==> src/rtl/mul_pkg.sv <==
package mul_pkg;
  localparam int DW = 8;
  localparam int IW = 5;
  localparam int PW = 2 * DW;

  typedef enum logic [2:0] {
    MD_UU  = 3'd0,
    MD_SS  = 3'd1,
    MD_SU  = 3'd2,
    MD_FUU = 3'd3,
    MD_FSS = 3'd4,
    MD_FSU = 3'd5,
    MD_BAD6 = 3'd6,
    MD_BAD7 = 3'd7
  } mul_mode_e;

  // register window class required by a mode
  typedef enum logic [1:0] {
    WIN_ALL,
    WIN_UPPER,
    WIN_NARROW,
    WIN_NONE
  } win_e;

  function automatic win_e mode_window(input mul_mode_e m);
    case (m)
      MD_UU:                          return WIN_ALL;
      MD_SS:                          return WIN_UPPER;
      MD_SU, MD_FUU, MD_FSS, MD_FSU:  return WIN_NARROW;
      default:                        return WIN_NONE;
    endcase
  endfunction

  function automatic logic mode_is_frac(input mul_mode_e m);
    return (m == MD_FUU) || (m == MD_FSS) || (m == MD_FSU);
  endfunction

  // destination-field operand signed?
  function automatic logic d_signed(input mul_mode_e m);
    return (m == MD_SS) || (m == MD_SU) || (m == MD_FSS) || (m == MD_FSU);
  endfunction

  // source-field operand signed?
  function automatic logic r_signed(input mul_mode_e m);
    return (m == MD_SS) || (m == MD_FSS);
  endfunction
endpackage

==> src/rtl/mul_range_check.sv <==
module mul_range_check
  import mul_pkg::*;
#(
  parameter int IDXW = IW
) (
  input  mul_mode_e        mode,
  input  logic [IDXW-1:0]  idx_a,
  input  logic [IDXW-1:0]  idx_b,
  output logic             legal
);
  localparam int NREG   = 1 << IDXW;
  localparam int UP_LO  = NREG / 2;
  localparam int NAR_HI = UP_LO + NREG / 4 - 1;

  logic [1:0] in_upper;
  logic [1:0] in_narrow;
  logic [IDXW-1:0] idx_pair [2];

  assign idx_pair[0] = idx_a;
  assign idx_pair[1] = idx_b;

  for (genvar g = 0; g < 2; g++) begin : g_idx
    assign in_upper[g]  = (int'(idx_pair[g]) >= UP_LO);
    assign in_narrow[g] = (int'(idx_pair[g]) >= UP_LO) &&
                          (int'(idx_pair[g]) <= NAR_HI);
  end

  always_comb begin
    case (mode_window(mode))
      WIN_ALL:    legal = 1'b1;
      WIN_UPPER:  legal = &in_upper;
      WIN_NARROW: legal = &in_narrow;
      default:    legal = 1'b0;
    endcase
  end
endmodule

==> src/rtl/mul_core.sv <==
module mul_core
  import mul_pkg::*;
#(
  parameter int W = DW
) (
  input  mul_mode_e      mode,
  input  logic [W-1:0]   a,
  input  logic [W-1:0]   b,
  output logic [2*W-1:0] raw,
  output logic [2*W-1:0] result
);
  logic signed [W:0]     ext_a;
  logic signed [W:0]     ext_b;
  logic signed [2*W+1:0] full;

  assign ext_a = {d_signed(mode) & a[W-1], a};
  assign ext_b = {r_signed(mode) & b[W-1], b};
  assign full  = ext_a * ext_b;
  assign raw   = full[2*W-1:0];
  assign result = mode_is_frac(mode) ? {raw[2*W-2:0], 1'b0} : raw;
endmodule

==> src/rtl/mul_flags.sv <==
module mul_flags #(
  parameter int PWID = 16
) (
  input  logic [PWID-1:0] raw,
  input  logic [PWID-1:0] result,
  output logic            z,
  output logic            c
);
  assign z = (result == '0);
  assign c = raw[PWID-1];
endmodule

==> src/rtl/mul_unit.sv <==
module mul_unit
  import mul_pkg::*;
(
  input  logic          clk,
  input  logic          rst_n,
  input  logic          start,
  input  logic [2:0]    mode,
  input  logic [7:0]    op_d,
  input  logic [7:0]    op_r,
  input  logic [4:0]    idx_d,
  input  logic [4:0]    idx_r,
  output logic          done,
  output logic          wr_en,
  output logic          illegal,
  output logic [15:0]   prod,
  output logic          flag_z,
  output logic          flag_c
);
  // stage 1: capture
  logic             s1_vld;
  mul_mode_e        s1_mode;
  logic [DW-1:0]    s1_a;
  logic [DW-1:0]    s1_b;
  logic             s1_legal;

  // named events for checking
  logic             start_evt;
  logic             legal_evt;
  logic             frac_evt;
  logic             frac_q;

  mul_mode_e        in_mode;
  logic             in_legal;
  logic [PW-1:0]    raw_w;
  logic [PW-1:0]    res_w;
  logic             z_w;
  logic             c_w;

  assign in_mode   = mul_mode_e'(mode);
  assign start_evt = start;

  mul_range_check #(.IDXW(IW)) u_range (
    .mode  (in_mode),
    .idx_a (idx_d),
    .idx_b (idx_r),
    .legal (in_legal)
  );

  always_ff @(posedge clk or negedge rst_n) begin
    if (!rst_n) begin
      s1_vld   <= 1'b0;
      s1_mode  <= MD_UU;
      s1_a     <= '0;
      s1_b     <= '0;
      s1_legal <= 1'b0;
    end else begin
      s1_vld <= start;
      if (start) begin
        s1_mode  <= in_mode;
        s1_a     <= op_d;
        s1_b     <= op_r;
        s1_legal <= in_legal;
      end
    end
  end

  mul_core #(.W(DW)) u_core (
    .mode   (s1_mode),
    .a      (s1_a),
    .b      (s1_b),
    .raw    (raw_w),
    .result (res_w)
  );

  mul_flags #(.PWID(PW)) u_flags (
    .raw    (raw_w),
    .result (res_w),
    .z      (z_w),
    .c      (c_w)
  );

  assign legal_evt = s1_vld & s1_legal;
  assign frac_evt  = legal_evt & mode_is_frac(s1_mode);

  // stage 2: result
  always_ff @(posedge clk or negedge rst_n) begin
    if (!rst_n) begin
      done    <= 1'b0;
      wr_en   <= 1'b0;
      illegal <= 1'b0;
      prod    <= '0;
      flag_z  <= 1'b0;
      flag_c  <= 1'b0;
      frac_q  <= 1'b0;
    end else begin
      done    <= s1_vld;
      wr_en   <= legal_evt;
      illegal <= s1_vld & ~s1_legal;
      frac_q  <= frac_evt;
      if (legal_evt) begin
        prod   <= res_w;
        flag_z <= z_w;
        flag_c <= c_w;
      end
    end
  end
endmodule

==> config.mk <==
export PLATFORM = sky130hd
export DESIGN_NAME = mul_unit
export DESIGN_NICKNAME = d
export VERILOG_FILES = /design/src/rtl/mul_pkg.sv /design/src/rtl/mul_range_check.sv /design/src/rtl/mul_core.sv /design/src/rtl/mul_flags.sv /design/src/rtl/mul_unit.sv
export SDC_FILE = /design/constraint.sdc
export NUM_CORES = 1
export LEC_CHECK = 0
export BUFFER_PORTS_ARGS = -buffer_cell sky130_fd_sc_hd__buf_4
export CAP_MARGIN = 20
export CORE_UTILIZATION = 32
export DETAILED_ROUTE_END_ITERATION = 10
export MAX_ROUTING_LAYER = met4
export PLACE_DENSITY = 0.55
export SLEW_MARGIN = 20
export SYNTH_ARGS = -nofsm -noshare
export SYNTH_HDL_FRONTEND = slang
export SYNTH_SLANG_ARGS = --single-unit
==> constraint.sdc <==
create_clock -name clk -period 18 [get_ports clk]
set_input_delay 2.7 -clock clk [delete_from_list [all_inputs] [get_ports clk]]
set_output_delay 2.7 -clock clk [all_outputs]
set_load 0.03 [all_outputs]
# [After elaboration in Yosys (flattened, before gate mapping)]
# Index checks and enable logic that the tools add are counted.
[classes] multipliers=1 order_cmp=4 n_eq_ne=12 mux=3 bitwise=5 n_reduce_logical=14
[ops] operator="zero test 16 bit" count=1
[ops] operator="multiplier 9 x 9 -> 16 bit" count=1
[ops] operator="two-way mux 16 bit" count=1
[ops] operator="== test 3 x 2 -> 1 bit, second input constant" count=4
[ops] operator="== test 3 bit, second input constant" count=4
[ops] operator="greater-or-equal comparator 5 bit, second input constant" count=2
[ops] operator="less-or-equal comparator 5 bit, second input constant" count=2
[ops] operator="== test 3 x 1 -> 1 bit, second input constant" count=2
[ops] operator="logical OR 1 bit" count=6
[ops] operator="case mux 2 bit (3 select lines)" count=1
[ops] operator="bitwise AND 1 bit" count=4
[ops] operator="AND reduction 2 bit" count=2
[ops] operator="OR reduction 4 bit" count=1
[ops] operator="zero test 3 bit" count=1
[ops] operator="case mux 1 bit (3 select lines)" count=1
[ops] operator="== test 2 x 1 -> 1 bit, second input constant" count=1
[ops] operator="== test 2 bit, second input constant" count=1
[ops] operator="logical AND 1 bit" count=2
[ops] operator="zero test 2 bit" count=1
[ops] operator="NOT 1 bit" count=1
[word_totals] ff_bits=42 input_bits=32 out_inout_bits=21

# [Depth between registers and ports, before layout]
[logic_depth] depth_word=8 mapped_depth=20 depth_no_buf=19

# [By module]
# Synthesis repeated with hierarchy kept, for this count alone.
[hier_totals] cells_unflattened=452 hier_area_um2=4662.0
[modules_own_cells] module="mul_core" instances=1 cells_each=356 area_each_um2=3037.9 seq_area_each_um2=0.0
[modules_own_cells] module="mul_unit" instances=1 cells_each=86 area_each_um2=1556.5 seq_area_each_um2=1051.0
[modules_own_cells] module="mul_flags" instances=1 cells_each=6 area_each_um2=41.3 seq_area_each_um2=0.0
[modules_own_cells] module="mul_range_check" instances=1 cells_each=4 area_each_um2=26.3 seq_area_each_um2=0.0

# [Worst setup path before layout]
# Ideal clock, no wire load.
[synth_path] path_type="register -> register" from="register s1_mode[2]" to="register flag_z" setup_ns=0.095 arrival_ns=5.807 required_ns=17.905 setup_slack_ns=12.097 stages_incl_launch_ff=20 path_buffers=1 period_less_slack_ns=5.903 cell_sequence="dfrtp_1 > clkbuf_1 > xor2_1 > nand3b_1 > or2_2 > fa_1 > fa_1 > inv_1 > fa_1 > fa_1 > inv_1 > fa_1 > inv_1 > ha_1 > nor2b_1 > nor2_4 > xnor2_1 > or4_1 > or4_1 > o31ai_1"
[synth_between] elab_chain_len=8
[synth_rtl] item="from (decl)" line_no="mul_unit.sv:21" text="mul_mode_e s1_mode;"
[synth_rtl] item="from (signal assigned)" line_no="mul_unit.sv:59" text="s1_mode <= in_mode;"
[synth_rtl] item="== test 3 x 1 -> 1 bit or == test 3 x 2 -> 1 bit (tied branches)" line_no="mul_pkg.sv:40, mul_pkg.sv:45"
[synth_rtl] item="logical OR 1 bit (3 in series)" line_no="mul_pkg.sv:40" text="return (m == MD_SS) || (m == MD_SU) || (m == MD_FSS) || (m == MD_FSU);"
[synth_rtl] item="bitwise AND 1 bit" line_no="mul_core.sv:16" text="assign ext_a = {d_signed(mode) & a[W-1], a};"
[synth_rtl] item="multiplier 9 x 9 -> 16 bit" line_no="mul_core.sv:18" text="assign full = ext_a * ext_b;"
[synth_rtl] item="two-way mux 16 bit *" line_no="mul_core.sv:20" text="assign result = mode_is_frac(mode) ? {raw[2*W-2:0], 1'b0} : raw;"
[synth_rtl] item="zero test 16 bit *" line_no="mul_flags.sv:9" text="assign z = (result == '0);"
[synth_rtl] item="to (signal assigned)" line_no="mul_unit.sv:102" text="flag_z <= z_w;"
[synth_rtl] item="to (decl)" line_no="mul_unit.sv:16" text="output logic flag_z,"
# Every way passes the cells marked *; elsewhere a longest branch is shown, timed or not.
# A chain may end at the register's enable or synchronous reset.

# [Worst setup path in the final report]
# Same ends and word-level chain as after synthesis.

==> flow_summary.ini <==
[run_status]
run_status = complete, no violations

[floorplanning]
die_area_um2 = 14700
start_util = 0.327
core_area_um2 = 13900
die_w_um = 121
rows = 43
io_pins = 53
die_h_um = 121

[timing]
min_period_ps = 6430
slew_violations = 0
rsz0062_at_grt = false
holdWs_ps = 395
setup_viol = 0
fin_tns_setup_ps = 0
hold_violations = 0
worst_slew_pin_slew_ps = 613
fmax_mhz = 155
slew_headroom = 0.588
clock_skew_ps = 3.47
min_period_over_period = 0.357

[placement]
hpwl_mm = 7.88
place_congestion = 0.774
dp.cells = 673
io_buffers = 46

[critical_path]
worstSetupEndpointType = flop
startpoint_type = flop
r2r_slack_ps = 11570
max_stage_delay_ps = 550
crit_fanout = 8
slowest_stage = fa_1
cp.arrival_ps = 6620
path_common_cell = fa_1
cp_cell_sequence = xor2_1 > nand3b_1 > or2_2 > fa_1 > fa_1 > inv_1 > fa_1 > fa_1 > inv_1 > fa_1 > inv_1 > ha_1 > nor2b_1 > nor2_4 > xnor2_1 > or4_1 > or4_1 > o31ai_1
crit_type = reg2reg
cpLargestDelayFamily = adder cells
worst_ep_required_time_ps = 18190
worst-path-buf-inv = 3

[cts]
cts-root-buf = clkbuf_16
cts_setup_buffers = 0
cts_sinks = 42
clkSlewWorstSetupHoldPaths_ps = 60
cts_tree = yes
cts-resized-gates = 0
clock_latency_ps = 280
ctsHoldBuffers = 0
clockBufferDepth = 2
cts_buffers = 5
htreeDepth = 2

[grt]
grt_util_all_layers = 0.154
antenna_found_initial = 0
grt_max_degree = 43
grt_pass1_vias = 3449
gr-total-overflow = 0
grt_pass1_wl_mm = 17.1

[route]
drc = 0
drt-wirelength-per-cell_um = 14.5
wl_mm = 9.85
detail_route.first_pass.iterations = 5
vias = 3298
ant_nets = 0
viasPerCell = 4.84
drt_iter0_drc = 213

[power_and_ir_drop]
p_comb_frac = 0.768
peakVddDrop_mv = 0.111
power_w = 0.00101
seqPwrFrac = 0.140
p_clk_frac = 0.092
internal-power_w = 0.000506
p_sw_frac = 0.498
p_leak_nw = 2.52
power.switching_w = 0.000502
power_density_nw_per_um2 = 194

[final_layout]
final_cells = 681
n_antenna_cell = 0
nFillCells = 1414
fin_nets = 629
syn_to_final_growth_pct = 14.5
final_layout_size_suffix_gt1_frac = 0.164
final_util = 0.374

[logic_synthesis]
synth.distinct_cells = 40
yosys_most_used_dff = dfrtp_1
synth_edf_count = 0
synth.ff_latch_count = 42
synth_nets = 595
yosysWarnings = 0
avgSynthCellArea_um2 = 9.74
synth-async-reset-ratio = 1.00
netlist_area_um2 = 4540
synth_cells = 466
synth_seq_area_share = 0.232

[job]
drv_cap = 0

[hold_path]
min-delay-path-class = reg2reg
## cell type report
type	count	area, um2	share of cell area
multi-input combinational	335	3150	0.607
sequential	42	1050	0.202
timing repair buffer	48	360	0.0694
clock buffer	6	139	0.0267
tap	180	225	0.0434
clock inverter	2	12.5	0.00241
inverter	68	255	0.0491
## worst register-to-register path, delay by kind of cell (launching register included)
family                     cells  cell delay (ps)
xor gates and xnor gates       2              340
adders and majority gates      6             2910
DFF                            1              500
AOI/OAI and AO/OA              1              200
and+or+nand+nor                6             2230
buffers and inverters          3              150
## path summary, 6_finish.rpt
check | startpoint | endpoint | cells after the start
max in group asynchronous | rst_n | flag_z | 1
min in group asynchronous | rst_n | done | 1
hold reg to reg | s1_vld | done | 0
setup / recovery | s1_mode[2] | flag_z | 18
hold / removal | s1_vld | done | 0
setup reg to reg | s1_mode[2] | flag_z | 18
## flip-flops by register name, indices dropped and copies added, names as in the netlist
signal    cells
done          1
flag_c        1
flag_z        1
illegal       1
prod         16
s1_a          8
s1_b          8
s1_legal      1
s1_mode       3
s1_vld        1
wr_en         1
## cells by family after synthesis
group / count (synthesis) / share of synthesized area
buffers and inverters: 89 / 0.0736
multiplexers: 32 / 0.0764
XOR/XNOR: 18 / 0.0348
AND/OR/NAND/NOR: 134 / 0.143
adder cells (fa/ha/maj): 97 / 0.370
AO/OA/AOI/OAI: 54 / 0.0706
flip-flops: 42 / 0.232
## cells in the mapped netlist, types with 2 or more instances
| cell type | count | area share |
|---|---|---|
| a21o_1 | 3 | 0.0050 |
| o21ai_0 | 23 | 0.025 |
| and2_1 | 33 | 0.046 |
| or2_2 | 3 | 0.0041 |
| nor2_1 | 19 | 0.016 |
| a21oi_1 | 11 | 0.012 |
| a31oi_1 | 2 | 0.0028 |
| inv_1 | 68 | 0.056 |
| nand2_1 | 56 | 0.046 |
| a211oi_1 | 2 | 0.0033 |
| fa_1 | 62 | 0.27 |
| nor3_1 | 4 | 0.0044 |
| and3_1 | 5 | 0.0069 |
| buf_1 | 2 | 0.0017 |
| xnor2_1 | 15 | 0.029 |
| ha_1 | 35 | 0.097 |
| mux2_2 | 21 | 0.052 |
| or4_1 | 2 | 0.0033 |
| clkbuf_1 | 19 | 0.016 |
| a21boi_0 | 2 | 0.0033 |
| dfrtp_1 | 42 | 0.23 |
| mux2i_1 | 11 | 0.024 |
| xor2_1 | 3 | 0.0058 |
| nand3_1 | 5 | 0.0055 |
| nor2b_1 | 3 | 0.0041 |
## layer usage
layer,share of wire,vias to the layer above,wire (um),track usage
met3,0.030,4,300,0.0211
met2,0.50,60,4960,0.254
met4,0.0062,0,61,0.0262
met1,0.46,1689,4530,0.203
li1,-,1545,-,-
met5,0,-,0,-
## metrics by stage
stage	instance area [um2]	setup slack [ps]
final	5190	11570
after global placement	5040	11650
after CTS	5190	11540
after detailed placement	5040	11570
after global routing	5190	11200
after floorplan	4540	12100
## cells in the final DEF, fill, tap and decap left out, types with 5 or more instances in the layout
master	count
ha_1	35
dfrtp_1	42
xnor2_1	15
and3_1	5
buf_4	48
nand2_1	56
mux2i_1	11
inv_1	68
nand3_1	5
and2_1	33
nor2_1	19
fa_1	62
clkbuf_16	5
mux2_2	21
o21ai_0	23
a21oi_1	11
## power groups by stage
| stage | clock network [W] | logic (W) | registers [W] |
|---|---|---|---|
| after floorplan | 0 | 0.000576 | 0.000164 |
| after global routing | 0.0000991 | 0.000896 | 0.000144 |
| after detailed placement | 0 | 0.000780 | 0.000143 |
| final | 0.0000927 | 0.000774 | 0.000141 |
| after CTS | 0.0000950 | 0.000787 | 0.000141 |
| after global placement | 0 | 0.000769 | 0.000142 |
Note: power is estimated with default switching activity, not from simulation.
